--- src/rtl/fwd_pkg.sv ---
package fwd_pkg;
    // Which producer supplies an operand.
    typedef enum logic [1:0] {
        SRC_RF  = 2'd0,
        SRC_MEM = 2'd1,
        SRC_WB  = 2'd2
    } fwd_src_e;
endpackage

--- src/rtl/fwd_stage_match.sv ---
module fwd_stage_match #(
    parameter int RW = 5
) (
    input  logic [RW-1:0] src,
    input  logic [RW-1:0] dst,
    input  logic          wr,
    output logic          hit
);
    localparam logic [RW-1:0] ZERO_IDX = '0;

    always_comb begin
        hit = wr && (dst != ZERO_IDX) && (dst == src);
    end
endmodule

--- src/rtl/fwd_operand_sel.sv ---
module fwd_operand_sel
    import fwd_pkg::*;
#(
    parameter int DW = 32
) (
    input  logic          hit_mem,
    input  logic          hit_wb,
    input  logic [DW-1:0] mem_val,
    input  logic [DW-1:0] wb_val,
    input  logic [DW-1:0] rf_val,
    output logic [DW-1:0] fwd_val,
    output logic          hazard,
    output logic [DW-1:0] opnd
);
    typedef struct packed {
        fwd_src_e      src;
        logic [DW-1:0] val;
        logic          haz;
        logic [DW-1:0] opnd;
    } sel_t;

    sel_t sel_d;

    always_comb begin
        sel_d = '0;
        if (hit_mem)
            sel_d.src = SRC_MEM;
        else if (hit_wb)
            sel_d.src = SRC_WB;
        else
            sel_d.src = SRC_RF;

        unique case (sel_d.src)
            SRC_MEM: sel_d.val = mem_val;
            SRC_WB:  sel_d.val = wb_val;
            default: sel_d.val = '0;
        endcase
        sel_d.haz  = (sel_d.src != SRC_RF);
        sel_d.opnd = sel_d.haz ? sel_d.val : rf_val;
    end

    assign fwd_val = sel_d.val;
    assign hazard  = sel_d.haz;
    assign opnd    = sel_d.opnd;

    always_comb begin
        // the younger producer wins
        a_r4_mem_priority: assert (!hit_mem || (fwd_val == mem_val && hazard))
            else $error("a_r4_mem_priority");
        // idle operand passes the register file through
        a_r7_idle_pass: assert (hazard || (opnd == rf_val && fwd_val == '0))
            else $error("a_r7_idle_pass");
        // hazard steers the operand to the bypass value
        a_r8_opnd_follow: assert (!hazard || opnd == fwd_val)
            else $error("a_r8_opnd_follow");
    end
endmodule

--- src/rtl/fwd_unit.sv ---
module fwd_unit #(
    parameter int RW = 5,
    parameter int DW = 32
) (
    input  logic [RW-1:0] src_a,
    input  logic [RW-1:0] src_b,
    input  logic [DW-1:0] rf_a,
    input  logic [DW-1:0] rf_b,
    input  logic [RW-1:0] mem_dst,
    input  logic          mem_wr,
    input  logic [DW-1:0] mem_val,
    input  logic [RW-1:0] wb_dst,
    input  logic          wb_wr,
    input  logic [DW-1:0] wb_val,
    output logic [DW-1:0] fwd_a,
    output logic [DW-1:0] fwd_b,
    output logic          haz_a,
    output logic          haz_b,
    output logic [DW-1:0] opnd_a,
    output logic [DW-1:0] opnd_b
);
    localparam int NOPS = 2;

    logic [NOPS-1:0][RW-1:0] src_v;
    logic [NOPS-1:0][DW-1:0] rf_v;
    logic [NOPS-1:0][DW-1:0] fwd_v;
    logic [NOPS-1:0][DW-1:0] opnd_v;
    logic [NOPS-1:0]         haz_v;
    logic [NOPS-1:0]         hit_mem_v;
    logic [NOPS-1:0]         hit_wb_v;

    assign src_v = {src_b, src_a};
    assign rf_v  = {rf_b, rf_a};

    for (genvar i = 0; i < NOPS; i++) begin : g_op
        fwd_stage_match #(.RW(RW)) u_mem_cmp (
            .src(src_v[i]), .dst(mem_dst), .wr(mem_wr), .hit(hit_mem_v[i])
        );
        fwd_stage_match #(.RW(RW)) u_wb_cmp (
            .src(src_v[i]), .dst(wb_dst), .wr(wb_wr), .hit(hit_wb_v[i])
        );
        fwd_operand_sel #(.DW(DW)) u_sel (
            .hit_mem(hit_mem_v[i]),
            .hit_wb (hit_wb_v[i]),
            .mem_val(mem_val),
            .wb_val (wb_val),
            .rf_val (rf_v[i]),
            .fwd_val(fwd_v[i]),
            .hazard (haz_v[i]),
            .opnd   (opnd_v[i])
        );
    end

    assign fwd_a  = fwd_v[0];
    assign fwd_b  = fwd_v[1];
    assign haz_a  = haz_v[0];
    assign haz_b  = haz_v[1];
    assign opnd_a = opnd_v[0];
    assign opnd_b = opnd_v[1];

    always_comb begin
        // register zero never forwards
        a_r6_zero_a: assert (src_a != '0 || !haz_a) else $error("a_r6_zero_a");
        a_r6_zero_b: assert (src_b != '0 || !haz_b) else $error("a_r6_zero_b");
        // no writing stage means no hazard
        a_r5_no_writer: assert (mem_wr || wb_wr || (!haz_a && !haz_b))
            else $error("a_r5_no_writer");
        // equal sources resolve identically
        a_r9_same_src: assert (src_a != src_b || (haz_a == haz_b && fwd_a == fwd_b))
            else $error("a_r9_same_src");
    end
endmodule

--- config.mk ---
export PLATFORM = sky130hd
export DESIGN_NAME = fwd_unit
export DESIGN_NICKNAME = d
export VERILOG_FILES = /design/src/rtl/fwd_pkg.sv /design/src/rtl/fwd_stage_match.sv /design/src/rtl/fwd_operand_sel.sv /design/src/rtl/fwd_unit.sv
export SDC_FILE = /design/constraint.sdc
export NUM_CORES = 1
export LEC_CHECK = 0
export ABC_AREA = 1
export BUFFER_PORTS_ARGS = -buffer_cell sky130_fd_sc_hd__buf_2
export CORE_AREA = 2 2 109 111
export DETAILED_ROUTE_END_ITERATION = 8
export DIE_AREA = 0 0 111 113
export SYNTH_ARGS = -nofsm -noshare
export SYNTH_HDL_FRONTEND = slang
export SYNTH_SLANG_ARGS = --single-unit
--- constraint.sdc ---
create_clock -name vclk -period 3.6
set_clock_uncertainty 0.1 [all_clocks]
set_input_delay 0.36 -clock vclk [all_inputs]
set_output_delay 0.36 -clock vclk [all_outputs]
set_load 0.01 [all_outputs]
### Word level (Yosys, flattened, before mapping)

Index checks and enable logic that the tools add are counted.

| cells by class | value |
|---|---|
| equality and inequality tests | 8 |
| multiplexer cells | 8 |
| reduce and logical (&&, ||, !) cells | 10 |

Operators by type and width:

| cell | count |
|---|---|
| $pmux W32 S2 | 2 |
| $mux W32 | 2 |
| $eq A5 B5 Y1 | 4 |
| $reduce_bool A5 Y1 | 2 |
| $mux W2 | 4 |
| $logic_and A1 B1 Y1 | 6 |
| $eq A2 B1 Y1 const B | 2 |
| $eq A2 B2 Y1 const B | 2 |
| $reduce_bool A2 Y1 | 2 |

| storage, ports and cells | value |
|---|---|
| bits in registers | 0 |
| input port bits | 150 |
| output and inout port bits | 130 |
| word-level logic and storage cells | 26 |

### Longest topological paths before layout

| logic depth | value |
|---|---|
| word-level depth | 8 |
| gate-level depth with buffers | 10 |
| depth with buffers taken out | 8 |

### Cells and area by module

From an unflattened synthesis, not the netlist that was laid out.

| second synthesis, totals | value |
|---|---|
| cell total of the unflattened synthesis | 470 |
| area total of the unflattened synthesis | 2234.6 um2 |

Modules (own cells, without submodules):

| module | instances | cells each | area each (um2) | seq. area each (um2) |
|---|---|---|---|---|
| fwd_operand_sel | 2 | 177 | 884.6 | 0.0 |
| fwd_stage_match | 4 | 29 | 116.4 | 0.0 |

### Worst setup path after synthesis

Ideal clock, no wire load.

| timing | value |
|---|---|
| path type | input port to output port |
| start | in mem_dst[3] |
| end | out opnd_b[10] |
| arrival | 1.396 ns |
| required time | 3.140 ns |
| path slack | 1.744 ns |
| stages | 7 |
| path buffers | 2 |
| cell sequence | or2_1 a21oi_2 nand3_1 buf_6 buf_6 nand3_2 nand3_1 |

| on the way | value |
|---|---|
| word-level cells in the longest chain between the ends | 7 |
| elaborated cells between the ends (all ways) | 10 |
| those cells by class | 3 x eq/ne; 3 x mux; 4 x reduce/logical |

RTL lines:

| what | RTL line | RTL |
|---|---|---|
| from (decl) | fwd_unit.sv:9 | `input logic [RW-1:0] mem_dst,` |
| $reduce_bool A5 Y1 | fwd_stage_match.sv:12 | `hit = wr && (dst != ZERO_IDX) && (dst == src);` |
| $logic_and A1 B1 Y1 | fwd_stage_match.sv:12 |  |
| $logic_and A1 B1 Y1 * | fwd_stage_match.sv:12 |  |
| $mux W2 * | fwd_operand_sel.sv:26 | `if (hit_mem)` |
| $eq A2 B2 Y1 / $eq A2 B1 Y1 (equally long branches) | fwd_operand_sel.sv:33 | `unique case (sel_d.src)` |
| $pmux W32 S2 | fwd_operand_sel.sv:33 |  |
| $mux W32 * | fwd_operand_sel.sv:39 | `sel_d.opnd = sel_d.haz ? sel_d.val : rf_val;` |
| to (decl) | fwd_unit.sv:20 | `output logic [DW-1:0] opnd_b` |

Every way passes the cells marked *; elsewhere a longest branch is shown, timed or not.

### Final worst setup path

| timing | value |
|---|---|
| start | in mem_dst[4] |
| end | out opnd_b[6] |

The elaborated chain is that of the path after synthesis.

==> results.md <==
- The flow ran to the end, and the final reports show no timing, DRC or antenna violations.
- The total area of sequential cells is 0 sq um.
- There are 0 flip-flops and latches.
- The number of antenna violations at the first check in global routing is 1.
- The synthesized netlist devotes 0.373% of its cell area to compound gates.
- The maximum single-stage delay on the critical path is 0.61 ns.
- Global routing used 19.5% of the available tracks across all layers.
- The type of element capturing the critical path is an output pin.
- Setup repair after global routing left no endpoint under its margin.
- The final-report hold violation count came to 0.
- The worst hold path stage count is 4.
- The net switching power is 244 uW.
- The post-route DRC violation count is 0.
- The iteration count of the initial detailed-routing pass is 7.
- The die area is 12500 sq um.
- The sequential fraction of design power is 0%.
- Of the available clock period, the critical path in the final layout requires 80.1%.
- The number of global-route vias before repair is 4018.
- The number of hold buffers added after CTS was 0.
- The hold-critical path endpoint is opnd_b[0].
- The tool flagged a number of max-cap violations equal to 0.
- The cell that appears most often on the critical path is sky130_fd_sc_hd__nand3_1.
- After synthesis the cells add up to 2350 sq um.
- The worst min-delay path startpoint is rf_b[0].
- The fmax is 347 MHz.
- The critical path goes through buf_2 -> nor2_1 -> nand3_1 -> nand2_1 -> inv_2 -> nand3_4 -> buf_4 -> nand3_1 -> nand3_1 -> buf_2.
- The startpoint class of the critical path is a primary input.
- By area, the combinational part of the netlist is dominated by simple AND/OR/NAND/NOR gates.
- The count of nets left with antenna violations once routing finished came out at 0.
- Setup violations remaining at the end of the flow were counted as 0.
- In this run the worst hold path is classified as in2out.
- After synthesis, the mean cell area works out to 5.14 sq um.
- The worst pin sits at a relative slew slack of 44.4%.
- The vertical die dimension is 113 um.
- Combinational logic is responsible for 100.0% of the overall power.
- The number of nets in the layout is 863.
- The detailed router's first-iteration violation count is 318.
- The count of buffers added on input and output ports is 280.
- The synthesized netlist devotes 4.85% of its cell area to XOR and XNOR gates.
- The leakage power total is 2.58 nW.
- The share of synthesized cell area in full adder, half adder and majority cells is 0%.
- On the critical path, the stage with the largest delay is an instance of sky130_fd_sc_hd__nand3_4.
- The post-route netlist has 45.4% of its cells at a drive strength greater than 1.
- The sequential-to-total area share from yosys stat is 0%.
- Prior to clock tree synthesis, the placed netlist has a worst setup slack of 0.715 ns.
- The critical path class is in2out.
- Summed over all layers, the routed wires come to 13500 um.
- Routability-driven placement finished with a final weighted congestion of 0.858.
- Net switching is 58.5% of the power.
- The number of resized instances in the post-cts repair step is 0.
- For the worst setup path, the data arrival time is 2.42 ns.
- The total power density per cell area is 108 nW/um^2.
- Once the clock tree was built, the setup fixing pass inserted 0 buffers.
- The via count is 4389.
- The largest driver fanout on the critical path is 55.
- Subtracting the final worst setup slack from the clock period gives 2.88 ns.
- The first-pass GRT wire length is 20600 um.
- In the final timing run, aggregate negative setup slack is 0 ns.
- The synthesized instance count is 457.
- The initial core utilization is 20.8%.
- The final count of pins violating max slew is 0.
- Per report_power, the clock group accounts for 0% of the total.
- STA puts the critical path data required time at 3.14 ns.
- The multiplexer share of the synthesized area is 0%.
- After Yosys synthesis, and, or, nand and nor cells account for 82.1% of the synthesized area.
- For the pin with the worst max-slew slack, the measured transition is 0.832 ns.
- The number of primary I/O pins is 280.
- The count of distinct cell types in the synthesized netlist is 18.
- Cell internal power was estimated by the tool at 173 uW.
- The initialized floorplan defines 39 standard-cell rows.
- After detailed routing, the number of vias per cell comes to 5.13.
- During synthesis, Yosys emitted a total of 0 warnings.
- The number of clock-tree buffers in the layout is 0.
- The leftover overflow at the end of global routing is 0.
- The final critical-path setup slack is 0.718 ns.
- Entering global routing, the biggest net connects 56 pins.
- The layout has 1350 filler cells.
- The total area inside the core boundary comes to 11300 sq um.
- The multi-input combinational cell area is 2100 sq um.
- The maximum vdd drop is 0.0972 mV.
- The total half-perimeter wirelength after legalization and detailed placement is 10700 um.
- The area growth from synthesis to layout is 64.5%.
- The post-synth net total is 607.
- The average detailed-routed wire length per instance is 15.8 um.
- From left edge to right edge, the die measures 111 um.
==> worst max-delay path: cells and delay by family <==
kind	cells	cell delay [ns]
AND/OR/NAND/NOR	6	1.05
buffers and inverters	4	1.00
==> final cells by class <==
type	count	share of cell area, %
antenna	1	0.0648
tap	143	4.63
multi-input combinational	400	54.4
timing repair buffer	296	39.4
inverter	15	1.46
==> how the worst max path moves through the flow <==
stage	start	to	slack (ns)	depth (start not counted)
5_1_grt	mem_dst[4]	opnd_b[6]	0.53	10
4_1_cts	mem_dst[4]	opnd_b[6]	0.71	10
3_5_place_dp	mem_dst[4]	opnd_b[6]	0.72	10
6_report	mem_dst[4]	opnd_b[6]	0.72	10
2_1_floorplan	mem_dst[3]	opnd_b[10]	1.74	7
3_3_place_gp	mem_dst[4]	opnd_b[6]	0.72	10
==> routing by layer <==
layer  routed length, um  global-route usage [%]
met5                   0                       0
met4                 153                    3.33
met3                1090                    2.09
met2                6650                    34.7
met1                5650                    25.8
==> power by group through the flow <==
stage / sequential, mW / clock [mW] / combinational [mW]
final: 0 / 0.0000000373 / 0.417
after global routing: 0 / 0.0000000373 / 0.456
after CTS: 0 / 0 / 0.418
after detailed placement: 0 / 0 / 0.416
after global placement: 0 / 0 / 0.416
after floorplan: 0 / 0 / 0.199
==> cells in the final DEF (no fill, tap or decap), drive strengths merged <==
cell type and count:
a21oi 1, nand4 32, inv 15, nor3 1, xnor2 8, buf 296
nor2b 2, nand2 103, or2 1, nor2 15, xor2 5, diode 1
nand3 232
==> synthesized netlist by cell type, types with 4 or more instances <==
master	n	area share [%]
sky130_fd_sc_hd__nand4_1	32	8.5
sky130_fd_sc_hd__nor2_2	4	1.1
sky130_fd_sc_hd__xnor2_1	8	3.0
sky130_fd_sc_hd__nand2_1	103	16
sky130_fd_sc_hd__nor2_1	11	1.8
sky130_fd_sc_hd__buf_6	6	2.9
sky130_fd_sc_hd__buf_2	24	5.1
sky130_fd_sc_hd__nand3_1	215	46
sky130_fd_sc_hd__inv_1	14	2.2
sky130_fd_sc_hd__clkbuf_1	10	1.6
sky130_fd_sc_hd__xor2_1	5	1.9
sky130_fd_sc_hd__nand3_2	17	7.2
==> metrics by stage <==
step                std cells  area [sq um]  hold slack (ns)  total power [mW]  utilization, %
floorplan                 457          2350            0.752             0.199               -
global placement          854          3860            0.950             0.416            34.2
detailed placement        854          3860            0.954             0.416            34.2
CTS                       854          3860            0.955             0.418            34.2
global route              855          3860            0.971             0.456            34.3
finish                    855          3860            0.951             0.417            34.3
==> cells by family (layout without fill, tap and decap cells) <==
family	Yosys count	in the layout
xor+xnor	13	13
other cells	0	1
compound gates	1	1
buf+inv	57	311
simple gates	386	386
No activity file was read; power rests on OpenSTA's default activity.
